**config.mk**
```make
export PLATFORM = sky130hd
export DESIGN_NAME = ia_aligner
export DESIGN_NICKNAME = d
export VERILOG_FILES = /design/src/rtl/ia_aligner_pkg.sv /design/src/rtl/ia_len_decode.sv /design/src/rtl/ia_byte_queue.sv /design/src/rtl/ia_aligner.sv
export SDC_FILE = /design/constraint.sdc
export NUM_CORES = 1
export LEC_CHECK = 0
export ABC_AREA = 1
export BUFFER_PORTS_ARGS = -buffer_cell sky130_fd_sc_hd__buf_2
export CAP_MARGIN = 20
export CORE_ASPECT_RATIO = 0.8
export CORE_MARGIN = 1.5
export CORE_UTILIZATION = 35
export CTS_CLUSTER_DIAMETER = 150
export DETAILED_ROUTE_END_ITERATION = 16
export SLEW_MARGIN = 20
export SYNTH_ARGS = -nofsm -noshare
export SYNTH_HDL_FRONTEND = slang
export SYNTH_SLANG_ARGS = --single-unit
```
**constraint.sdc**
```tcl
create_clock -name clk -period 5.6 [get_ports clk]
set_input_delay 1.12 -clock clk [delete_from_list [all_inputs] [get_ports clk]]
set_output_delay 1.12 -clock clk [all_outputs]
set_load 0.005 [all_outputs]
```
**src/rtl/ia_aligner_pkg.sv**
```systemverilog
package ia_aligner_pkg;

    localparam int MAX_INSN_BYTES = 8;

    typedef enum logic [1:0] {
        LEN_16 = 2'd0,
        LEN_32 = 2'd1,
        LEN_48 = 2'd2,
        LEN_64 = 2'd3
    } len_code_e;

    typedef struct packed {
        len_code_e  code;
        logic       unsup;
        logic [3:0] nbytes;
    } len_info_t;

    function automatic len_info_t classify(input logic [7:0] b0, input logic [7:0] b1);
        len_info_t r;
        logic [2:0] sel;
        sel = {b0[1:0], b1[7]};
        r.unsup = 1'b0;
        if (b0[7:2] != 6'd0) begin
            r.code   = LEN_32;
            r.nbytes = 4'd4;
        end else begin
            unique case (sel[2:1])
                2'b00: begin r.code = LEN_16; r.nbytes = 4'd2; end
                2'b01: begin r.code = LEN_48; r.nbytes = 4'd6; end
                2'b10: begin r.code = LEN_64; r.nbytes = 4'd8; end
                default: begin
                    r.code   = LEN_16;
                    r.nbytes = 4'd2;
                    r.unsup  = 1'b1;
                end
            endcase
        end
        return r;
    endfunction

endpackage

```
**src/rtl/ia_len_decode.sv**
```systemverilog
module ia_len_decode
    import ia_aligner_pkg::*;
(
    input  logic [15:0] head_hw,
    output len_info_t   info
);
    always_comb begin
        info = classify(head_hw[15:8], head_hw[7:0]);
    end
endmodule

```
**src/rtl/ia_byte_queue.sv**
```systemverilog
module ia_byte_queue #(
    parameter int DEPTH    = 8,
    parameter int IN_BYTES = 2,
    localparam int CNT_W   = $clog2(DEPTH + 1)
) (
    input  logic                     clk,
    input  logic                     rst,
    input  logic                     flush,
    input  logic                     push,
    input  logic [IN_BYTES*8-1:0]    push_data,
    input  logic [CNT_W-1:0]         pop_n,
    output logic [DEPTH-1:0][7:0]    q_bytes,
    output logic [CNT_W-1:0]         q_count
);
    logic [DEPTH-1:0][7:0] nxt_bytes;
    logic [CNT_W-1:0]      kept;
    logic [CNT_W-1:0]      nxt_count;

    always_comb begin
        kept = q_count - pop_n;
        for (int i = 0; i < DEPTH; i++) begin
            nxt_bytes[i] = 8'h00;
            for (int j = 0; j < DEPTH; j++) begin
                if ((j == i + int'(pop_n)) && (j < int'(q_count)))
                    nxt_bytes[i] = q_bytes[j];
            end
            for (int k = 0; k < IN_BYTES; k++) begin
                if (push && (i == int'(kept) + k))
                    nxt_bytes[i] = push_data[(IN_BYTES-1-k)*8 +: 8];
            end
        end
        nxt_count = kept + (push ? CNT_W'(IN_BYTES) : CNT_W'(0));
    end

    always_ff @(posedge clk) begin
        if (rst || flush) begin
            q_bytes <= '0;
            q_count <= '0;
        end else begin
            q_bytes <= nxt_bytes;
            q_count <= nxt_count;
        end
    end
endmodule

```
**src/rtl/ia_aligner.sv**
```systemverilog
module ia_aligner
    import ia_aligner_pkg::*;
#(
    parameter int IN_BYTES = 2
) (
    input  logic                  clk,
    input  logic                  rst,
    input  logic                  flush,
    input  logic                  in_valid,
    input  logic [IN_BYTES*8-1:0] in_data,
    output logic                  in_ready,
    output logic                  out_valid,
    output logic [63:0]           out_insn,
    output logic [1:0]            out_len,
    output logic                  out_unsup
);
    localparam int DEPTH = MAX_INSN_BYTES;
    localparam int CNT_W = $clog2(DEPTH + 1);

    logic [DEPTH-1:0][7:0] q_bytes;
    logic [CNT_W-1:0]      q_count;
    logic [CNT_W-1:0]      pop_n;
    len_info_t             info;
    logic                  whole;
    logic                  push;

    ia_len_decode u_dec (
        .head_hw (MAX_INSN_BYTES >= 2 ? {q_bytes[0], q_bytes[1]} : 16'h0),
        .info    (info)
    );

    assign whole     = (q_count >= CNT_W'(2)) && (q_count >= CNT_W'(info.nbytes));
    assign out_valid = whole && !flush;
    assign pop_n     = out_valid ? CNT_W'(info.nbytes) : CNT_W'(0);
    assign in_ready  = q_count <= CNT_W'(DEPTH - IN_BYTES);
    assign push      = in_valid && in_ready && !flush;
    assign out_len   = info.code;
    assign out_unsup = out_valid && info.unsup;

    always_comb begin
        for (int k = 0; k < MAX_INSN_BYTES; k++) begin
            out_insn[63-8*k -: 8] = (k < int'(info.nbytes)) ? q_bytes[k] : 8'h00;
        end
    end

    ia_byte_queue #(.DEPTH(DEPTH), .IN_BYTES(IN_BYTES)) u_queue (
        .clk       (clk),
        .rst       (rst),
        .flush     (flush),
        .push      (push),
        .push_data (in_data),
        .pop_n     (pop_n),
        .q_bytes   (q_bytes),
        .q_count   (q_count)
    );
endmodule

```
# Word level (Yosys, flattened, before mapping)
# Index checks and enable logic that the tools add are counted.
[word_totals] regBits=68 latch_bits=0 rom_bits=0 mem_count=0 ram_bits=0
[op_classes] bitwise=0 mux=96 shifts=0 n_reduce_logical=100 n_lt_le_gt_ge=19 div=0 eq_ne=80 multipliers=0 n_addsub=10
[ops] op="$eq A4 B32 Y1 const A" count=32
[ops] op="$mux W8" count=88
[ops] op="$eq A3 B32 Y1 const A" count=16
[ops] op="$logic_not A32 Y1" count=10
[ops] op="$eq A2 B32 Y1 const A" count=8
[ops] op="$logic_and A1 B1 Y1" count=85
[ops] op="$eq A4 B4 Y1 const A" count=8
[ops] op="$lt A3 B4 Y1 const A" count=8
[ops] op="$add A3 B4 Y5 const A" count=4
[ops] op="$eq A3 B4 Y1 const A" count=4
[ops] op="$lt A1 B4 Y1 const A" count=4
[ops] op="$lt A2 B4 Y1 const A" count=4
[ops] op="$add A2 B4 Y5 const A" count=2
[ops] op="$ne A10 B10 Y1 const B" count=1
[ops] op="$ne A9 B9 Y1 const B" count=1
[ops] op="$eq A2 B4 Y1 const A" count=2
[ops] op="$mux W4" count=2
[ops] op="$ne A8 B8 Y1 const B" count=1
[ops] op="$pmux W4 S2" count=1
[ops] op="$ne A7 B7 Y1 const B" count=1
[ops] op="$ne A6 B6 Y1 const B" count=1
[ops] op="$reduce_bool A6 Y1" count=1
[ops] op="$add A1 B4 Y5 const A" count=1
[ops] op="$add A4 B1 Y5 const B" count=1
[ops] op="17 further kinds" count=19

# Logic depth before layout (Yosys ltp)
[depth] depth_word=20 mapped_depth=24 depth_no_buf=22

# Hierarchy
# A second synthesis with hierarchy kept.
[hier_totals] cells_unflattened=1524 hier_area_um2=8039.0
[modules_own_cells] module="ia_byte_queue" n_inst=1 seq_area_each_um2=1361.3 area_each_um2=7143.1 cells_each=1326
[modules_own_cells] module="ia_aligner" n_inst=1 seq_area_each_um2=0.0 area_each_um2=759.5 cells_each=177
[modules_own_cells] module="ia_len_decode" n_inst=1 seq_area_each_um2=0.0 area_each_um2=136.4 cells_each=21

# Worst setup path before layout
# OpenSTA, ideal clock, no wires.
[synth_path] kind="flip-flop to flip-flop" start="register u_queue.q_bytes[0] in the netlist's numbering" end="register u_queue.q_bytes[36] in the netlist's numbering" setup_slack_ps=1705 path_buffers=2 arrival_time_ps=3830 period_less_slack_ps=3895 stages_incl_launch_ff=22 setup_ps=65 path_cell_list="dfxtp_1 inv_1 ha_1 nand4_1 clkbuf_1 ha_1 nand2_1 inv_1 nand2_1 nand2_1 nand2_4 nor2_2 ha_1 inv_1 fa_1 inv_1 nor3_2 buf_1 nand3_1 o21ai_0 a21oi_1 nor2_1"
[synth_between] elab_chain_cells=20
[synth_rtl] element="start: declaration" line="ia_byte_queue.sv:12" text="output logic [DEPTH-1:0][7:0] q_bytes,"
[synth_rtl] element="start signal: assignment" line="ia_byte_queue.sv:40" text="q_bytes <= nxt_bytes;"
[synth_rtl] element="$eq A2 B2 Y1 or $eq A2 B1 Y1 (tied branches)" line="ia_aligner_pkg.sv:27" text="unique case (sel[2:1])"
[synth_rtl] element="$pmux W4 S2 *" line="ia_aligner_pkg.sv:27"
[synth_rtl] element="$mux W4 *" line="ia_aligner_pkg.sv:23" text="if (b0[7:2] != 6'd0) begin"
[synth_rtl] element="$ge A4 B4 Y1" line="ia_aligner.sv:32" text="assign whole = (q_count >= CNT_W'(2)) && (q_count >= CNT_W'(info.nbytes));"
[synth_rtl] element="$logic_and A1 B1 Y1" line="ia_aligner.sv:32"
[synth_rtl] element="$logic_and A1 B1 Y1" line="ia_aligner.sv:33" text="assign out_valid = whole && !flush;"
[synth_rtl] element="$mux W4 *" line="ia_aligner.sv:34" text="assign pop_n = out_valid ? CNT_W'(info.nbytes) : CNT_W'(0);"
[synth_rtl] element="$add A3 B4 Y5" line="ia_byte_queue.sv:24" text="if ((j == i + int'(pop_n)) && (j < int'(q_count)))"
[synth_rtl] element="$logic_not A32 Y1" line="ia_byte_queue.sv:24"
[synth_rtl] element="$logic_and A1 B1 Y1" line="ia_byte_queue.sv:24"
[synth_rtl] element="$mux W8 (8 in series)" line="ia_byte_queue.sv:24"
[synth_rtl] element="$mux W8 (2 in series)" line="ia_byte_queue.sv:28" text="if (push && (i == int'(kept) + k))"
# Mark *: on every way between the ends. The rest lies on a longest branch, timed or not. The select of a mux whose other input is x is not followed.
# A chain may end at the register's enable or synchronous reset.

# Worst setup path after layout
[layout_path] start="register u_queue.q_bytes[0] in the netlist's numbering" end="register u_queue.q_bytes[19] in the netlist's numbering"
[layout_between] elab_chain_cells=20
[layout_rtl] element="$eq A2 B2 Y1 or $eq A2 B1 Y1 (tied branches)" line="ia_aligner_pkg.sv:27"
[layout_rtl] element="$pmux W4 S2 *" line="ia_aligner_pkg.sv:27"
[layout_rtl] element="$mux W4 *" line="ia_aligner_pkg.sv:23"
[layout_rtl] element="$ge A4 B4 Y1" line="ia_aligner.sv:32"
[layout_rtl] element="$logic_and A1 B1 Y1" line="ia_aligner.sv:32"
[layout_rtl] element="$logic_and A1 B1 Y1" line="ia_aligner.sv:33"
[layout_rtl] element="$mux W4 *" line="ia_aligner.sv:34"
[layout_rtl] element="$add A2 B4 Y5" line="ia_byte_queue.sv:24"
[layout_rtl] element="$logic_not A32 Y1" line="ia_byte_queue.sv:24"
[layout_rtl] element="$logic_and A1 B1 Y1" line="ia_byte_queue.sv:24"
[layout_rtl] element="$mux W8 (8 in series)" line="ia_byte_queue.sv:24"
[layout_rtl] element="$mux W8 (2 in series)" line="ia_byte_queue.sv:28"
# Marked as above.

==> results.tsv <==
stage	metric	value	unit
floorplan	Chip Width	132	µm
global_route	via count of the first global-routing pass	4582	
setup_path	Critical Path Max Stage Delay	450	ps
global_route	GRT Resource Usage Total	24.9	%
layout	fraction of final layout cells with drive strength greater than 1	18.5	%
floorplan	Cell Rows	37	
drt	length of the first detailed-routing pass in iterations	5	
min_path	Hold WC Path Type	register to register	
clock_network	TritonCTS clock tree	built	
placement	placed wire-length estimate	11600	µm
timing	worst setup slack after layout	1220	ps
global_route	first-pass GRT wire length	26700	µm
setup_path	WP depth	20	
power	power density relative to cell area	239	nW/µm²
yosys	sequential fraction of the synthesis area	29.0	%
placement	post-detailed-placement cell area	5090	µm²
yosys	syn_nets	755	
setup_path	Top Family by Delay on Critical Path	simple AND/OR/NAND/NOR gates	
layout	Layout Utilization	41.7	%
layout	final layout net count	808	
clock_network	hold buffer count at cts	0	
clock_network	count of clock tree sinks	67	
setup_path	capturing element type of the critical path	register	
yosys	most used flip-flop cell after synthesis	dfxtp_1	
setup_path	required time worst endpoint	5890	ps
drt	DR vias	5061	
floorplan	number of top-level pins	89	
placement	Setup Slack @ Placement	1310	ps
global_route	busiest layer in global routing	met1	
clock_network	Clock H-tree levels	3	
yosys	share of flip-flops with an asynchronous set or reset after synthesis	0	%
yosys	synthesized cell area	4630	µm²
floorplan	Total Die Area	13900	µm²
floorplan	height of the chip	106	µm
global_route	number of antenna violations at the first check in global routing	0	
setup_path	arrival time at the worst endpoint	4670	ps
setup_path	crit-path cells	inv_1 > ha_1 > nand4_1 > buf_4 > ha_1 > a21oi_1 > nand2_1 > nand2_4 > inv_2 > nand2_1 > nor2_1 > ha_1 > o21ai_1 > a21oi_2 > nand3_2 > o21ai_1 > nand3_1 > nand3_1 > nand2_1 > inv_1	
layout	synthesis-to-finish area growth	16.0	%
setup_path	Bufs and invs on worst path	4	
placement	number of placed cells counting well taps	941	
drt	vias per cell	5.29	
yosys	Yosys warnings	0	
clock_network	clk root buf	clkbuf_16	
run	max-cap violation count	0	
yosys	synthesized netlist cell count	724	
timing	Post-Route Skew	8.91	ps
status	run status	finished, final reports clean	
min_path	number of instances on the worst hold path	2	
clock_network	register clock-pin slew on the reported worst setup and hold paths	60	ps
global_route	pin count of the biggest net entering global routing	50	
timing	final-report setup violation count	0	
clock_network	number of resized instances in the post-cts repair step	0	
timing	Max Clock Freq	0.229	GHz
clock_network	TritonCTS buffer count	9	
global_route	met2 track demand over resource	34.8	%
clock_network	Setup Fix Bufs, Post-CTS	0	
global_route	met3 Usage GRT	6.88	%
placement	number of I/O port buffers	88	
drt	total detailed-routing wirelength	17300	µm
layout	Fillers	1443	
global_route	final global-route overflow total	0	
yosys	mean instance size in the synthesized netlist	6.39	µm²
timing	setup TNS	0	ps
floorplan	starting utilization of the core area	36.0	%
power	Max VDD drop	0.000135	V
setup_path	startpoint-to-endpoint class of the critical path	register to register	
placement	final weighted congestion in routability-driven placement	0.929	
clock_network	source-to-sink clock delay at the later pin of the worst-skew pair	340	ps
timing	Pins Over Slew Limit	0	
yosys	post-synthesis cell type count	35	
drt	Routed wire per std cell	18.0	µm
power	leakage power of the design	2.13	nW
setup_path	master of the slowest instance on the critical path	ha_1	
layout	final instance count without filler cells	957	
drt	DRT iter0 DRCs	631	
timing	final number of hold-violating endpoints	0	
yosys	register bit count reported by yosys	67	
timing	transition time at the pin with the least slew margin	982	ps
setup_path	Worst setup SP type	register	
setup_path	R2R depth	20	
timing	unrepaired setup endpoints after global routing	no	
global_route	grt met1 use	37.2	%
timing	slew margin rel.	34.3	%
floorplan	Floorplan Core Area	12900	µm²
drt	DRC violations left	0	
setup_path	largest driver fanout on the critical path	18	
drt	residual antenna-violating net count after detailed routing	0	
yosys	number of flops mapped to enable cells by yosys	0	
layout	Finished Cell Area	5370	µm²
timing	min Tclk post-route	4380	ps
clock_network	Max clock buf depth	2	
layout	ANT cells	0	
timing	Final Cycle Share	78.1	%
==> cell type report <==
class / count / area (µm²) / area share, %
multi-input cells: 523 / 2720 / 50.7
flip-flops and latches: 67 / 1340 / 25.0
repair buffers: 99 / 523 / 9.74
inverters: 77 / 289 / 5.38
clock buffers: 14 / 264 / 4.92
well taps: 175 / 219 / 4.08
clock inverters: 2 / 10.0 / 0.186
==> cell families (layout without fill, tap and decap cells) <==
logic type      after synthesis  after routing  share of synthesized area [%]
compound gates              123            123                           16.1
xor+xnor                      1              1                          0.189
buf+inv                     134            192                           12.2
fa+ha+maj                    11             11                           3.14
simple gates                388            388                           39.3
flops                        67             67                           29.0
==> cell usage in the layout (no fill, tap or decap), types with 2 or more instances in the layout <==
cell / count
nor3_2: 3
nand2_1: 77
nor3_1: 2
nand2_4: 2
clkbuf_8: 2
clkbuf_16: 9
nor2_2: 7
buf_4: 11
inv_1: 74
o21ai_1: 6
a21oi_1: 54
ha_1: 10
buf_2: 88
dfxtp_1: 67
clkinv_2: 2
nor2_4: 5
nor2_1: 141
o211ai_1: 38
inv_2: 2
nand3_2: 2
o21ai_0: 20
nand2_2: 6
a21oi_4: 2
clkbuf_1: 3
nand4_1: 7
nand3_1: 119
nand3b_1: 14
==> per-stage QoR <==
| stage | power [W] | hold WS (ps) |
|---|---|---|
| after floorplan | 0.000676 | 464 |
| after global placement | 0.000752 | 472 |
| after detailed placement | 0.000752 | 476 |
| after CTS | 0.00128 | 484 |
| after global routing | 0.00133 | 500 |
| final | 0.00128 | 484 |
==> flip-flops by register name, indices dropped and copies added, names as in the netlist <==
| signal | count |
|---|---|
| u_queue.q_bytes | 64 |
| u_queue.q_count | 3 |
==> power breakdown <==
part           leakage [nW]  total [W]  internal (W)  switching (W)
Clock                 0.137   0.000540      0.000323       0.000217
Combinational          1.45   0.000250     0.0000703       0.000179
Sequential            0.541   0.000495      0.000486     0.00000927
Total                  2.13    0.00128      0.000879       0.000406
==> tightest hold or removal path, delay by kind of cell, from the launching register on <==
kind            cells  cell delay [ps]
compound gates      1               60
flops               1              300
simple gates        1               70
==> per-layer routing <==
| layer | part of all wire, % | vias to the layer above |
|---|---|---|
| met5 | 0 | - |
| met4 | 1.4 | 0 |
| met3 | 11 | 27 |
| met2 | 40 | 271 |
| met1 | 48 | 2268 |
| li1 | - | 2495 |
==> Yosys cell counts, types with 3 or more instances <==
cell type	instances	share of area [%]
o21ai_0	20	2.2
nor2_1	142	12
nor2_2	6	0.81
buf_4	4	0.65
a21oi_1	54	5.8
buf_2	14	1.5
o21ai_1	6	0.65
nand3_1	119	13
nand2_2	6	0.81
dfxtp_1	67	29
buf_1	3	0.24
nand4_1	7	0.95
buf_6	4	0.97
ha_1	10	2.7
clkbuf_1	32	2.6
inv_1	74	6.0
nor2_4	5	1.2
nand3b_1	14	2.3
o211ai_1	38	6.2
nand2_1	77	6.2
nor3_2	3	0.65
==> final timing paths <==
path | endpoint | slack (ps) | start
min | u_queue.q_bytes[55] | 480 | u_queue.q_bytes[55]
max reg2reg | u_queue.q_bytes[19] | 1220 | u_queue.q_bytes[0]
min reg2reg | u_queue.q_bytes[55] | 480 | u_queue.q_bytes[55]
max | u_queue.q_bytes[19] | 1220 | u_queue.q_bytes[0]
Note: power is estimated with default switching activity, not from simulation.
